==> config.mk <==
export PLATFORM = sky130hd
export DESIGN_NAME = modelreg_read_unit
export DESIGN_NICKNAME = d
export VERILOG_FILES = /design/src/rtl/mrr_pkg.sv /design/src/rtl/mrr_ctrl.sv /design/src/rtl/mrr_datapath.sv /design/src/rtl/modelreg_read_unit.sv
export SDC_FILE = /design/constraint.sdc
export NUM_CORES = 1
export LEC_CHECK = 0
export CAP_MARGIN = 20
export CORE_AREA = 2 2 87 89
export CTS_BUF_LIST = sky130_fd_sc_hd__clkbuf_16
export DETAILED_ROUTE_END_ITERATION = 8
export DIE_AREA = 0 0 89 91
export DONT_BUFFER_PORTS = 1
export PLACE_DENSITY = 0.48
export SLEW_MARGIN = 25
export SYNTH_ARGS = -nofsm -noshare
export SYNTH_HDL_FRONTEND = slang
export SYNTH_HIERARCHICAL = 1
export SYNTH_SLANG_ARGS = --single-unit
==> constraint.sdc <==
create_clock -name clk -period 2.3 [get_ports clk]
set_clock_uncertainty 0.15 [all_clocks]
set_input_delay 0.115 -clock clk [delete_from_list [all_inputs] [get_ports clk]]
set_output_delay 0.115 -clock clk [all_outputs]
set_load 0.02 [all_outputs]
==> src/rtl/mrr_pkg.sv <==
package mrr_pkg;

  typedef enum logic [2:0] {
    MODE_REAL   = 3'd0,
    MODE_PROT   = 3'd1,
    MODE_V86    = 3'd2,
    MODE_COMPAT = 3'd3,
    MODE_LONG   = 3'd4
  } exec_mode_e;

  typedef enum logic [1:0] {
    FLT_NONE    = 2'b00,
    FLT_GP_PRIV = 2'b01,
    FLT_GP_ADDR = 2'b10,
    FLT_UD      = 2'b11
  } fault_e;

  typedef struct packed {
    logic   respond;
    logic   load;
    logic   fault;
    fault_e code;
  } strobe_t;

endpackage

==> src/rtl/mrr_ctrl.sv <==
module mrr_ctrl
  import mrr_pkg::*;
(
  input  logic          clk,
  input  logic          rstN,
  input  logic          reqValid,
  input  logic [7:0]    opByte0,
  input  logic [7:0]    opByte1,
  input  logic          lockPrefix,
  input  logic [1:0]    cpl,
  input  logic [2:0]    execMode,
  input  logic          anyHit,
  output strobe_t       strb
);

  localparam logic [7:0] OP_ESC  = 8'h0F;
  localparam logic [7:0] OP_READ = 8'h32;

  logic   isOp;
  logic   modeBad;
  fault_e code;

  assign isOp = reqValid && (opByte0 == OP_ESC) && (opByte1 == OP_READ);

  // Virtual-8086 always refuses; any non-real mode needs ring 0.
  assign modeBad = (execMode == MODE_V86) ||
                   ((execMode != MODE_REAL) && (cpl != 2'd0));

  always_comb begin
    if (lockPrefix)   code = FLT_UD;
    else if (modeBad) code = FLT_GP_PRIV;
    else if (!anyHit) code = FLT_GP_ADDR;
    else              code = FLT_NONE;
  end

  always_comb begin
    strb.respond = isOp;
    strb.load    = isOp && (code == FLT_NONE);
    strb.fault   = isOp && (code != FLT_NONE);
    strb.code    = isOp ? code : FLT_NONE;
  end

  // real mode never yields a privilege fault
  p_real_any_cpl_r5: assert property (@(posedge clk) disable iff (!rstN)
    (isOp && !lockPrefix && execMode == MODE_REAL) |-> (strb.code != FLT_GP_PRIV));

  // load and fault never strobe together
  p_load_xor_fault_r10: assert property (@(posedge clk) disable iff (!rstN)
    !(strb.load && strb.fault));

endmodule

==> src/rtl/mrr_datapath.sv <==
module mrr_datapath
  import mrr_pkg::*;
#(
  parameter int NUM_REGS = 4,
  parameter int ADDR_W   = 32,
  parameter int DATA_W   = 64,
  parameter logic [NUM_REGS-1:0][ADDR_W-1:0] REG_ADDR = {
    32'hC000_0080, 32'h0000_0174, 32'h0000_001B, 32'h0000_0010},
  parameter logic [NUM_REGS-1:0][DATA_W-1:0] REG_RESET = {
    64'hDEAD_BEEF_0000_0D01, 64'h0000_0000_0000_0008,
    64'hFEE0_0000_0000_0900, 64'h0123_4567_89AB_CDEF},
  parameter logic [NUM_REGS-1:0][DATA_W-1:0] REG_IMPL = {
    64'hFFFF_FFFF_0000_0FFF, 64'h0000_0000_0000_FFFF,
    64'h0000_FFFF_FFFF_FF00, 64'hFFFF_FFFF_FFFF_FFFF}
) (
  input  logic              clk,
  input  logic              rstN,
  input  logic [ADDR_W-1:0] addr,
  input  strobe_t           strb,
  output logic              anyHit,
  output logic              rspValid,
  output logic              faultValid,
  output logic [1:0]        faultCode,
  output logic [DATA_W-1:0] hiDest,
  output logic [DATA_W-1:0] accDest,
  output logic              destWe
);

  localparam int HALF_W = DATA_W / 2;

  logic [NUM_REGS-1:0]               hit;
  logic [NUM_REGS-1:0][DATA_W-1:0]   regVal;
  logic [DATA_W-1:0]                 selVal;

  for (genvar i = 0; i < NUM_REGS; i++) begin : g_bank
    assign hit[i]    = (addr == REG_ADDR[i]);
    assign regVal[i] = REG_RESET[i] & REG_IMPL[i];
  end

  always_comb begin
    selVal = '0;
    for (int i = 0; i < NUM_REGS; i++) begin
      if (hit[i]) selVal = selVal | regVal[i];
    end
  end

  assign anyHit = |hit;

  always_ff @(posedge clk) begin
    if (!rstN) begin
      rspValid   <= 1'b0;
      faultValid <= 1'b0;
      faultCode  <= FLT_NONE;
      destWe     <= 1'b0;
      hiDest     <= '0;
      accDest    <= '0;
    end else begin
      rspValid   <= strb.respond;
      faultValid <= strb.fault;
      faultCode  <= strb.code;
      destWe     <= strb.load;
      if (strb.load) begin
        hiDest  <= {{HALF_W{1'b0}}, selVal[DATA_W-1:HALF_W]};
        accDest <= {{HALF_W{1'b0}}, selVal[HALF_W-1:0]};
      end
    end
  end

  // a write always has cleared upper halves
  p_upper_clear_r3: assert property (@(posedge clk) disable iff (!rstN)
    destWe |-> (hiDest[DATA_W-1:HALF_W] == '0 && accDest[DATA_W-1:HALF_W] == '0));

  // faulting response leaves destinations as they were
  p_fault_hold_r10: assert property (@(posedge clk) disable iff (!rstN)
    (rspValid && faultValid) |-> ($stable(hiDest) && $stable(accDest) && !destWe));

  // fault or write flags appear only with a response
  p_flags_need_rsp_r1: assert property (@(posedge clk) disable iff (!rstN)
    (faultValid || destWe) |-> rspValid);

endmodule

==> src/rtl/modelreg_read_unit.sv <==
module modelreg_read_unit
  import mrr_pkg::*;
(
  input  logic        clk,
  input  logic        rstN,
  input  logic        reqValid,
  input  logic [7:0]  opByte0,
  input  logic [7:0]  opByte1,
  input  logic        lockPrefix,
  input  logic [63:0] countReg,
  input  logic [1:0]  cpl,
  input  logic [2:0]  execMode,
  output logic        rspValid,
  output logic        faultValid,
  output logic [1:0]  faultCode,
  output logic [63:0] hiDest,
  output logic [63:0] accDest,
  output logic        destWe
);

  strobe_t strb;
  logic    anyHit;
  logic    unusedCountHi;

  // upper count bits take no part in addressing
  assign unusedCountHi = ^countReg[63:32];

  mrr_ctrl u_ctrl (
    .clk        (clk),
    .rstN       (rstN),
    .reqValid   (reqValid),
    .opByte0    (opByte0),
    .opByte1    (opByte1),
    .lockPrefix (lockPrefix),
    .cpl        (cpl),
    .execMode   (execMode),
    .anyHit     (anyHit),
    .strb       (strb)
  );

  mrr_datapath u_dp (
    .clk        (clk),
    .rstN       (rstN),
    .addr       (countReg[31:0]),
    .strb       (strb),
    .anyHit     (anyHit),
    .rspValid   (rspValid),
    .faultValid (faultValid),
    .faultCode  (faultCode),
    .hiDest     (hiDest),
    .accDest    (accDest),
    .destWe     (destWe)
  );

  logic isReq;
  assign isReq = reqValid && opByte0 == 8'h0F && opByte1 == 8'h32;

  p_resp_next_r1: assert property (@(posedge clk) disable iff (!rstN)
    isReq |=> rspValid);

  p_no_resp_r1: assert property (@(posedge clk) disable iff (!rstN)
    !isReq |=> !rspValid);

  p_lock_first_r8: assert property (@(posedge clk) disable iff (!rstN)
    (isReq && lockPrefix) |=> (faultValid && faultCode == 2'b11));

  p_v86_gp_r6: assert property (@(posedge clk) disable iff (!rstN)
    (isReq && !lockPrefix && execMode == 3'd2) |=> (faultValid && faultCode == 2'b01));

endmodule

==> flow_summary.ini, run 1 <==
[clock_network]
cts_tree = built
insertion_delay_ns = 0.23
numCtsBuffers = 3
clk_root_buffer_cell = clkbuf_16
clkSinkCount = 10
clkTransAtPathRegs_ns = 0.04
htreeDepth = 1
clock_path_buffers = 2

[place]
dp_slack_ns = -0.04287
place_area_mm2 = 0.001210
place_hpwl_um = 2327
io_buffers = 0
place_congestion = 0.6963

[critical_path]
cp_slowest_cell = nor4_1
critical_path_class = in2reg
timing.rr.start = u_dp/hiDest[30]
crit_path_start_kind = input pin
cp_cell_sequence = nor4_2 > buf_4 > and3_1 > a31o_2 > and3_1 > nand4_1 > nor3_1 > buf_4 > o21ai_0 > nor4_1 > o21a_1
crit_fanout = 5
arrival_ns = 2.12
cpPeakStageDelay_ns = 0.35
crit_path_end = u_dp/accDest[10]
worstPathRequired_ns = 2.32
end_kind = flip-flop
reg2reg_depth = 2
worstSetupStartpoint = countReg[5]
reg2reg_to = u_dp/hiDest[30]
r2r_slack_ns = 1.07

[synthesis]
syn_avg_cell_area_um2 = 8.073
synthFlopType = dfxtp_1
synth_cell_types = 36
synth_edf_count = 0
seq_area_frac_synth = 0.1246
yosys_warnings = 6
async_flop_share = 0
synth_area_mm2 = 0.001607
ys_ff_latch = 10
syn-instance-count = 199

[power_and_ir_drop]
ir_drop_mv = 0.1745
power_density_mw_per_mm2 = 472.4
cellLeakagePower_nw = 0.6068

[routing]
firstDrtPassIters = 4
vias = 878
drc = 0
wl_um = 2612
drtIter0Drc = 17
vias_per_cell = 3.252
wl_per_cell_um = 9.674
drtAntennaViolNets = 0

[cells_and_area]
multi_input_area_um2 = 755.7
fin_nets = 261
layout_commonest_cell = conb_1
fillCellCount = 819
stdcell_area_mm2 = 0.001299
final_cell_mix = conb_1, buf_4, dfxtp_1
insertedDiodeCount = 0
regArea_um2 = 209.0
drive_gt1_frac = 0.1813
area_growth_pct = -19.16

[global_route]
grt.overflow.total = 0
track_usage = 0.05343
grt_pass1_wl_um = 3387
grt_start_max_net_pins = 20
antenna_found_initial = 0
grt_pass1_vias = 702

[die]
ios = 222
die_h_um = 91
dieArea_mm2 = 0.008099
die_w_um = 89
fp-row-count = 31
initial_core_util = 0.2251
fp.coreArea_mm2 = 0.007137

[timing]
period_share = 0.9110
finalCriticalPeriod_ns = 2.095
hold_viol_final = 0
slew_violations = 0
max-slew-margin-rel = 0.6372
timing.final.ws_setup_ns = 0.2047
worstMarginPinSlew_ns = 0.5487
rsz0062_at_grt = false
setup_viol = 0
max_freq_mhz = 477.3

[run]
maxCapViolations = 0

[run_status]
status = complete, no violations

[worst_hold_path]
hp-class = in2reg
==> area by class of cell <==
| cell class | count | area share |
|---|---|---|
| timing repair buffer | 14 | 0.09249 |
| multi-input combinational | 140 | 0.5819 |
| clock inverter | 1 | 0.002890 |
| inverter | 3 | 0.008670 |
| clock buffer | 3 | 0.05780 |
| tap | 99 | 0.09538 |
| sequential | 10 | 0.1609 |
==> repair_timing <==
item	in CTS	in global routing
buffers inserted	0	0
endpoints found under the hold margin	10	0
gates resized for setup	0	0
hold buffers	1	0
==> critical path: cells and delay by family <==
family,cells,cell delay (ns)
AO/OA/AOI/OAI,3,0.39
AND/OR/NAND/NOR,6,1.28
buffers and inverters,2,0.34
==> registers in the layout, indices dropped and copies added, names as in the netlist <==
register	cells
u_dp/accDest	4
u_dp/rspValid	1
u_dp/destWe	1
u_dp/hiDest	1
u_dp/faultCode	2
u_dp/faultValid	1
==> report_power, final <==
group          leakage [nW]  total, mW  internal, mW  switching (mW)
combinational         0.482      0.144        0.0147           0.129
sequential           0.0826      0.172         0.172     0.000000734
clock                0.0423      0.298         0.227          0.0713
total                 0.607      0.613         0.413           0.200
==> worst min path at each step <==
stage | from | to | slack [ns] | depth (start not counted)
after detailed placement | rstN | u_dp/accDest[10] | 0.09 | 1
after CTS | lockPrefix | u_dp/faultCode[1] | 0.07 | 3
after global routing | opByte0[0] | u_dp/faultCode[0] | 0.1 | 3
after floorplan | lockPrefix | u_dp/faultCode[1] | 0.24 | 3
final | lockPrefix | u_dp/faultCode[1] | 0.06 | 3
after global placement | rstN | u_dp/accDest[10] | 0.09 | 1
==> cell families after synthesis <==
| logic type | count (synthesis) | share of synthesized area |
|---|---|---|
| and+or+nand+nor | 45 | 0.2056 |
| AOI/OAI and AO/OA | 15 | 0.07788 |
| other | 1 | 0.002334 |
| buffers and inverters | 128 | 0.5896 |
| DFF | 10 | 0.1246 |
==> metal layers <==
metal / vias up / wire, um / global-route usage
li1: 407 / - / -
met1: 401 / 962 / 0.06725
met2: 68 / 1348 / 0.09017
met3: 2 / 294 / 0.01182
met4: 0 / 7 / 0.01493
met5: - / 0 / 0
==> synthesized netlist by cell type, types with 2 or more instances <==
cell type,count,share of area
buf_4,124,0.58
dfxtp_1,10,0.12
nor2_1,4,0.0093
nor3b_1,3,0.014
nand4_1,3,0.012
o21a_1,2,0.0093
and2_1,5,0.019
nor2b_1,3,0.012
inv_1,3,0.0070
nor4_1,5,0.019
nand3_1,3,0.0093
a32o_1,2,0.012
o21ai_0,2,0.0062
nor4_2,2,0.016
nor3_1,2,0.0062
and3_1,3,0.012
nand2_1,3,0.0070
o22ai_1,2,0.0078
==> stage by stage <==
step / TNS [ns] / std cells / util / power, mW / hold slack, ns
6_report: 0 / 270 / 0.1820 / 0.6135 / 0.06447
5_1_grt: 0 / 270 / 0.1820 / 0.6424 / 0.09840
3_5_place_dp: -0.06199 / 265 / 0.1695 / 0.3119 / 0.08958
4_1_cts: 0 / 270 / 0.1820 / 0.6200 / 0.07068
2_1_floorplan: 0 / 278 / - / 0.4141 / 0.2394
3_3_place_gp: -0.007229 / 265 / 0.1695 / 0.3116 / 0.08557
(Power assumes the default switching activity.)
==> inputs of run 2 (changes only) <==
--- a/config.mk
+++ b/config.mk
@@ -5,13 +5,14 @@
 export SDC_FILE = /design/constraint.sdc
 export NUM_CORES = 1
 export LEC_CHECK = 0
+export ABC_AREA = 1
 export CAP_MARGIN = 20
-export CORE_AREA = 2 2 87 89
+export CORE_AREA = 2 2 86 88
 export CTS_BUF_LIST = sky130_fd_sc_hd__clkbuf_16
 export DETAILED_ROUTE_END_ITERATION = 8
-export DIE_AREA = 0 0 89 91
+export DIE_AREA = 0 0 88 90
 export DONT_BUFFER_PORTS = 1
-export PLACE_DENSITY = 0.48
+export PLACE_DENSITY = 0.51
 export SLEW_MARGIN = 25
 export SYNTH_ARGS = -nofsm -noshare
 export SYNTH_HDL_FRONTEND = slang
==> flow_summary.ini, run 2 <==
[critical_path]
worstPathRequired_ns = 2.32
end_kind = flip-flop
r2r_slack_ns = 1.18
critical_path_class = in2reg
crit_fanout = 5
arrival_ns = 1.48
crit_path_start_kind = input pin

[place]
place_hpwl_um = 2411
place_congestion = 0.6595
io_buffers = 0
dp_slack_ns = 0.5426
place_area_mm2 = 0.001306

[global_route]
grt_pass1_wl_um = 3988
track_usage = 0.06222
grt.overflow.total = 0
grt_start_max_net_pins = 21
grt_pass1_vias = 974
antenna_found_initial = 0

[synthesis]
synthFlopType = dfxtp_1
syn-instance-count = 287
synth_cell_types = 15
async_flop_share = 0
seq_area_frac_synth = 0.1137
syn_avg_cell_area_um2 = 6.134
synth_top_area_cell = buf_4
netlist.area_leader.share = 0.5288
yosys.cell_count.top_type = buf_4
ys_ff_latch = 10
synth_area_leaders = buf_4, nand2_1, dfxtp_1, inv_1, nor2_1
synth_area_mm2 = 0.001760
synth_common_cells = buf_4, nand2_1, inv_1
yosys_warnings = 6
synth_edf_count = 0

[power_and_ir_drop]
power_density_mw_per_mm2 = 452.3
switching_power_uw = 217.0
power_frac_comb = 0.258
swShare = 0.3414
pwr-share-seq = 0.270
cellLeakagePower_nw = 0.8637
clkPwrFrac = 0.471
ir_drop_mv = 0.1694
internal_power_uw = 418.6

[die]
die_h_um = 90
initial_core_util = 0.2508
ios = 222
dieArea_mm2 = 0.007920
die_w_um = 88
fp.coreArea_mm2 = 0.007020
fp-row-count = 31

[cells_and_area]
stdcell_area_mm2 = 0.001405
area_growth_pct = -20.18
final_cell_mix = conb_1, nand2_1, inv_1
fin_nets = 341
layout_commonest_cell = conb_1
drive_gt1_frac = 0.08367
insertedDiodeCount = 0
largest_register = u_dp/accDest
largest_reg_flops = 4
reg_top3 = u_dp/accDest x4, u_dp/faultCode x2

[clock_network]
numCtsBuffers = 3
cts_tree = built
htreeDepth = 1
post_cts_resize_count = 0
clock_path_buffers = 2
insertion_delay_ns = 0.23
clkSinkCount = 10
clk_root_buffer_cell = clkbuf_16
clkTransAtPathRegs_ns = 0.04

[routing]
wl_um = 2590
vias = 1064
drtIter0Drc = 19
drc = 0
wl_per_cell_um = 7.400
vias_per_cell = 3.040
firstDrtPassIters = 4
drtAntennaViolNets = 0

[timing]
rsz0062_at_grt = false
finalCriticalPeriod_ns = 1.456
fin_tns_setup_ns = 0
slew_violations = 0
timing.hold.ws_ns = 0.03391
max-slew-margin-rel = 0.6297
hold_viol_final = 0
setup_viol = 0
max_freq_mhz = 686.8
timing.final.ws_setup_ns = 0.8440
period_share = 0.6331
worstMarginPinSlew_ns = 0.5600

[run]
maxCapViolations = 0

[run_status]
status = complete, no violations

[worst_hold_path]
hp-class = in2reg
run 2: cell types whose count changed after synthesis, sizes merged, moves of 4 or more:
cell | before | now
and2 | 5 | 1
inv | 3 | 46
nand2 | 3 | 56
nand3 | 3 | 9
nor2 | 4 | 37
nor4 | 7 | 0
run 2: stage by stage:
stage | power (mW) | instances | utilization
after detailed placement | 0.3327 | 344 | 0.1861
after CTS | 0.6447 | 350 | 0.2001
after global routing | 0.6726 | 350 | 0.2001
after floorplan | 0.4330 | 366 | -
after global placement | 0.3316 | 344 | 0.1861
final | 0.6355 | 350 | 0.2001
run 2: repair_timing:
action,in CTS,in global routing
endpoints found under the hold margin,6,0
hold buffers,2,0
setup buffers,0,0
run 2: final timing paths:
check,start,to,cells after the start
setup / recovery,countReg[12],u_dp/accDest[10],13
hold / removal,lockPrefix,u_dp/faultCode[1],6
setup reg to reg,u_dp/accDest[27],u_dp/accDest[27],3
hold reg to reg,u_dp/accDest[10],u_dp/accDest[10],2
run 2: power by group through the flow:
stage                     Clock, mW  Sequential (mW)  Combinational [mW]
final                         0.300            0.172               0.164
after global routing          0.321            0.172               0.180
after CTS                     0.311            0.172               0.162
after detailed placement          0            0.175               0.158
after global placement            0            0.175               0.157
after floorplan                   0            0.177               0.256
run 2: cell type report:
cell class	count	area, um^2
flip-flops and latches	10	209.0
clock inverters	1	3.754
multi-input cells	186	753.2
inverters	46	172.7
repair buffers	5	67.56
fillers	814	5615
well taps	99	123.9
clock buffers	3	75.07
run 2: logic make-up (layout without fill, tap and decap cells):
kind of cell	count (synthesis)	count (layout)	synth area share
simple gates	106	106	0.2573
flops	10	10	0.1137
buf+inv	170	55	0.6269
other cells	1	80	0.002130
run 2: metal layers:
layer  track usage  part of all wire
met5             0                 0
met3       0.02296              0.15
met4       0.02692            0.0073
met2        0.1174              0.52
met1       0.05765              0.32
run 2: worst max-delay path, cell delays in order:
cell	delay, ns
inv_1	0.03
nand2_1	0.06
nor2_2	0.16
nand2_1	0.13
nor2_1	0.14
nand2_1	0.08
nand4_1	0.13
nand2_1	0.07
nor2_1	0.13
nand2_1	0.06
inv_1	0.12
nand3_1	0.14
nand3_1	0.10
==> inputs of run 3 (changes only) <==
==> constraint.sdc (replaced) <==
create_clock -name clk -period 1.3 [get_ports clk]
set_clock_uncertainty 0.15 [all_clocks]
set_input_delay 0.065 -clock clk [delete_from_list [all_inputs] [get_ports clk]]
set_output_delay 0.065 -clock clk [all_outputs]
set_load 0.02 [all_outputs]
==> flow_summary.ini, run 3 (synthesized netlist as in run 2, its figures left out) <==
[global_route]
grt.overflow.total = 0
grt_pass1_wl_um = 4008
grt_pass1_vias = 936
grt_start_max_net_pins = 20
antenna_found_initial = 0
track_usage = 0.06237

[cells_and_area]
drive_gt1_frac = 0.2273
largest_register = u_dp/accDest
largest_reg_flops = 4
insertedDiodeCount = 0
stdcell_area_mm2 = 0.001630
layout_commonest_cell = conb_1
fillCellCount = 811
reg_top3 = u_dp/accDest x4, u_dp/faultCode x2
area_growth_pct = -7.392
fin_nets = 354
fin_cells = 363
final_cell_mix = conb_1, nand2_1, inv_1

[critical_path]
critical_path_class = in2reg
cpPeakStageDelay_ns = 0.58
cp_cell_sequence = dlygate4sd3_1 > nor2_2 > nand2_1 > nor2_2 > nand2_1 > inv_2 > nand3_2 > nand3_1
crit_fanout = 5
crit_path_start_kind = input pin
reg2reg_to = u_dp/accDest[3]
cp_slowest_cell = dlygate4sd3_1
reg2reg_depth = 2
worstPathRequired_ns = 1.32
end_kind = flip-flop
r2r_slack_ns = 0.47
timing.rr.start = u_dp/accDest[3]
arrival_ns = 1.31

[power_and_ir_drop]
pwr-share-seq = 0.264
internal_power_uw = 752.1
cellLeakagePower_nw = 0.9435
power_density_mw_per_mm2 = 706.7
swShare = 0.3472
switching_power_uw = 400.1
clkPwrFrac = 0.464
ir_drop_mv = 0.3102
power_frac_comb = 0.273

[clock_network]
clkSinkCount = 10
clk_root_buffer_cell = clkbuf_16
htreeDepth = 1
clock_path_buffers = 2
cts_tree = built
clkTransAtPathRegs_ns = 0.04
numCtsBuffers = 3
insertion_delay_ns = 0.23

[routing]
firstDrtPassIters = 4
drtIter0Drc = 16
vias = 1146
drtAntennaViolNets = 0
wl_met2_um = 1520
drc = 0
wl_per_cell_um = 7.617
vias_per_cell = 3.157
wl_met3_um = 382
wl_um = 2765
top_layer_used = met4
met1_length_um = 848

[timing]
hold_viol_final = 0
slew_violations = 0
finalCriticalPeriod_ns = 1.289
max_freq_mhz = 775.6
fin_tns_setup_ns = 0
period_share = 0.9918
rsz0062_at_grt = true
setup_viol = 0

[worst_hold_path]
hold_start = opByte1[6]
whs_path_depth = 5
whs_endpoint = u_dp/faultValid
hp-class = in2reg

[run_status]
status = complete, no violations

[place]
io_buffers = 0
dp_cells = 352
place_hpwl_um = 2506
place_congestion = 0.7068
place_area_mm2 = 0.001394

[die]
die_w_um = 88
fp-row-count = 31
fp.coreArea_mm2 = 0.007020
dieArea_mm2 = 0.007920
initial_core_util = 0.2508
die_h_um = 90
ios = 222

[run]
maxCapViolations = 0
-- run 3: cell count changes in the layout (fill, tap and decap cells not counted), sizes merged --
cell / delta
dlygate4sd3: +1
buf: +12
inv: -2
clkinv: +2
-- run 3: area by class of cell --
class	instances	area [um^2]	share of cell area
Tap cell	99	123.9	0.07598
Clock buffer	3	75.07	0.04605
Inverter	46	200.2	0.1228
Clock inverter	1	3.754	0.002302
Sequential cell	10	209.0	0.1282
Multi-Input combinational cell	186	838.3	0.5142
Timing Repair Buffer	18	180.2	0.1105
-- run 3: per-layer routing --
metal | GRT usage | vias to the layer above
li1 | - | 583
met1 | 0.06087 | 485
met2 | 0.1218 | 76
met3 | 0.02020 | 2
met4 | 0.01538 | 0
met5 | 0 | -
-- run 3: how the worst max path moves through the flow --
stage / startpoint / to / slack [ns]
after detailed placement: countReg[12] / u_dp/accDest[10] / -0.27
final: lockPrefix / u_dp/accDest[10] / 0.01
after global routing: countReg[15] / u_dp/accDest[10] / -0.10
after global placement: countReg[12] / u_dp/accDest[10] / -0.22
after floorplan: countReg[25] / u_dp/accDest[10] / -0.02
after CTS: lockPrefix / u_dp/accDest[10] / 0.001
-- run 3: worst max-delay path, delay by kind of cell --
family,cells,cell delay [ns]
buffers and inverters,2,0.69
AND/OR/NAND/NOR,6,0.56
-- run 3: power by group through the flow --
stage	Sequential, mW	Clock (mW)	Combinational (mW)
after floorplan	0.313	0	0.453
after global placement	0.309	0	0.279
after detailed placement	0.309	0	0.281
after CTS	0.304	0.551	0.290
after global routing	0.303	0.568	0.342
final	0.304	0.534	0.314
-- run 3: metrics by stage --
| step | utilization | worst slack, ns | total power, mW | hold slack (ns) |
|---|---|---|---|---|
| 2_1_floorplan | - | -0.02419 | 0.7665 | 0.008453 |
| 3_5_place_dp | 0.1985 | -0.2724 | 0.5896 | 0.01565 |
| 4_1_cts | 0.2155 | 0.001340 | 1.145 | 0.01031 |
| 3_3_place_gp | 0.1985 | -0.2222 | 0.5883 | 0.01742 |
| 5_1_grt | 0.2322 | -0.1022 | 1.213 | 0.06728 |
| 6_report | 0.2322 | 0.01062 | 1.152 | 0.01294 |
-- run 3: repair_timing --
item | CTS | global route
endpoints found under the hold margin | 10 | 0
endpoints found under the setup margin | 4 | 7
hold buffers | 3 | 0
buffers inserted | 0 | 4
gates resized for setup | 3 | 32
pin swaps | 0 | 20
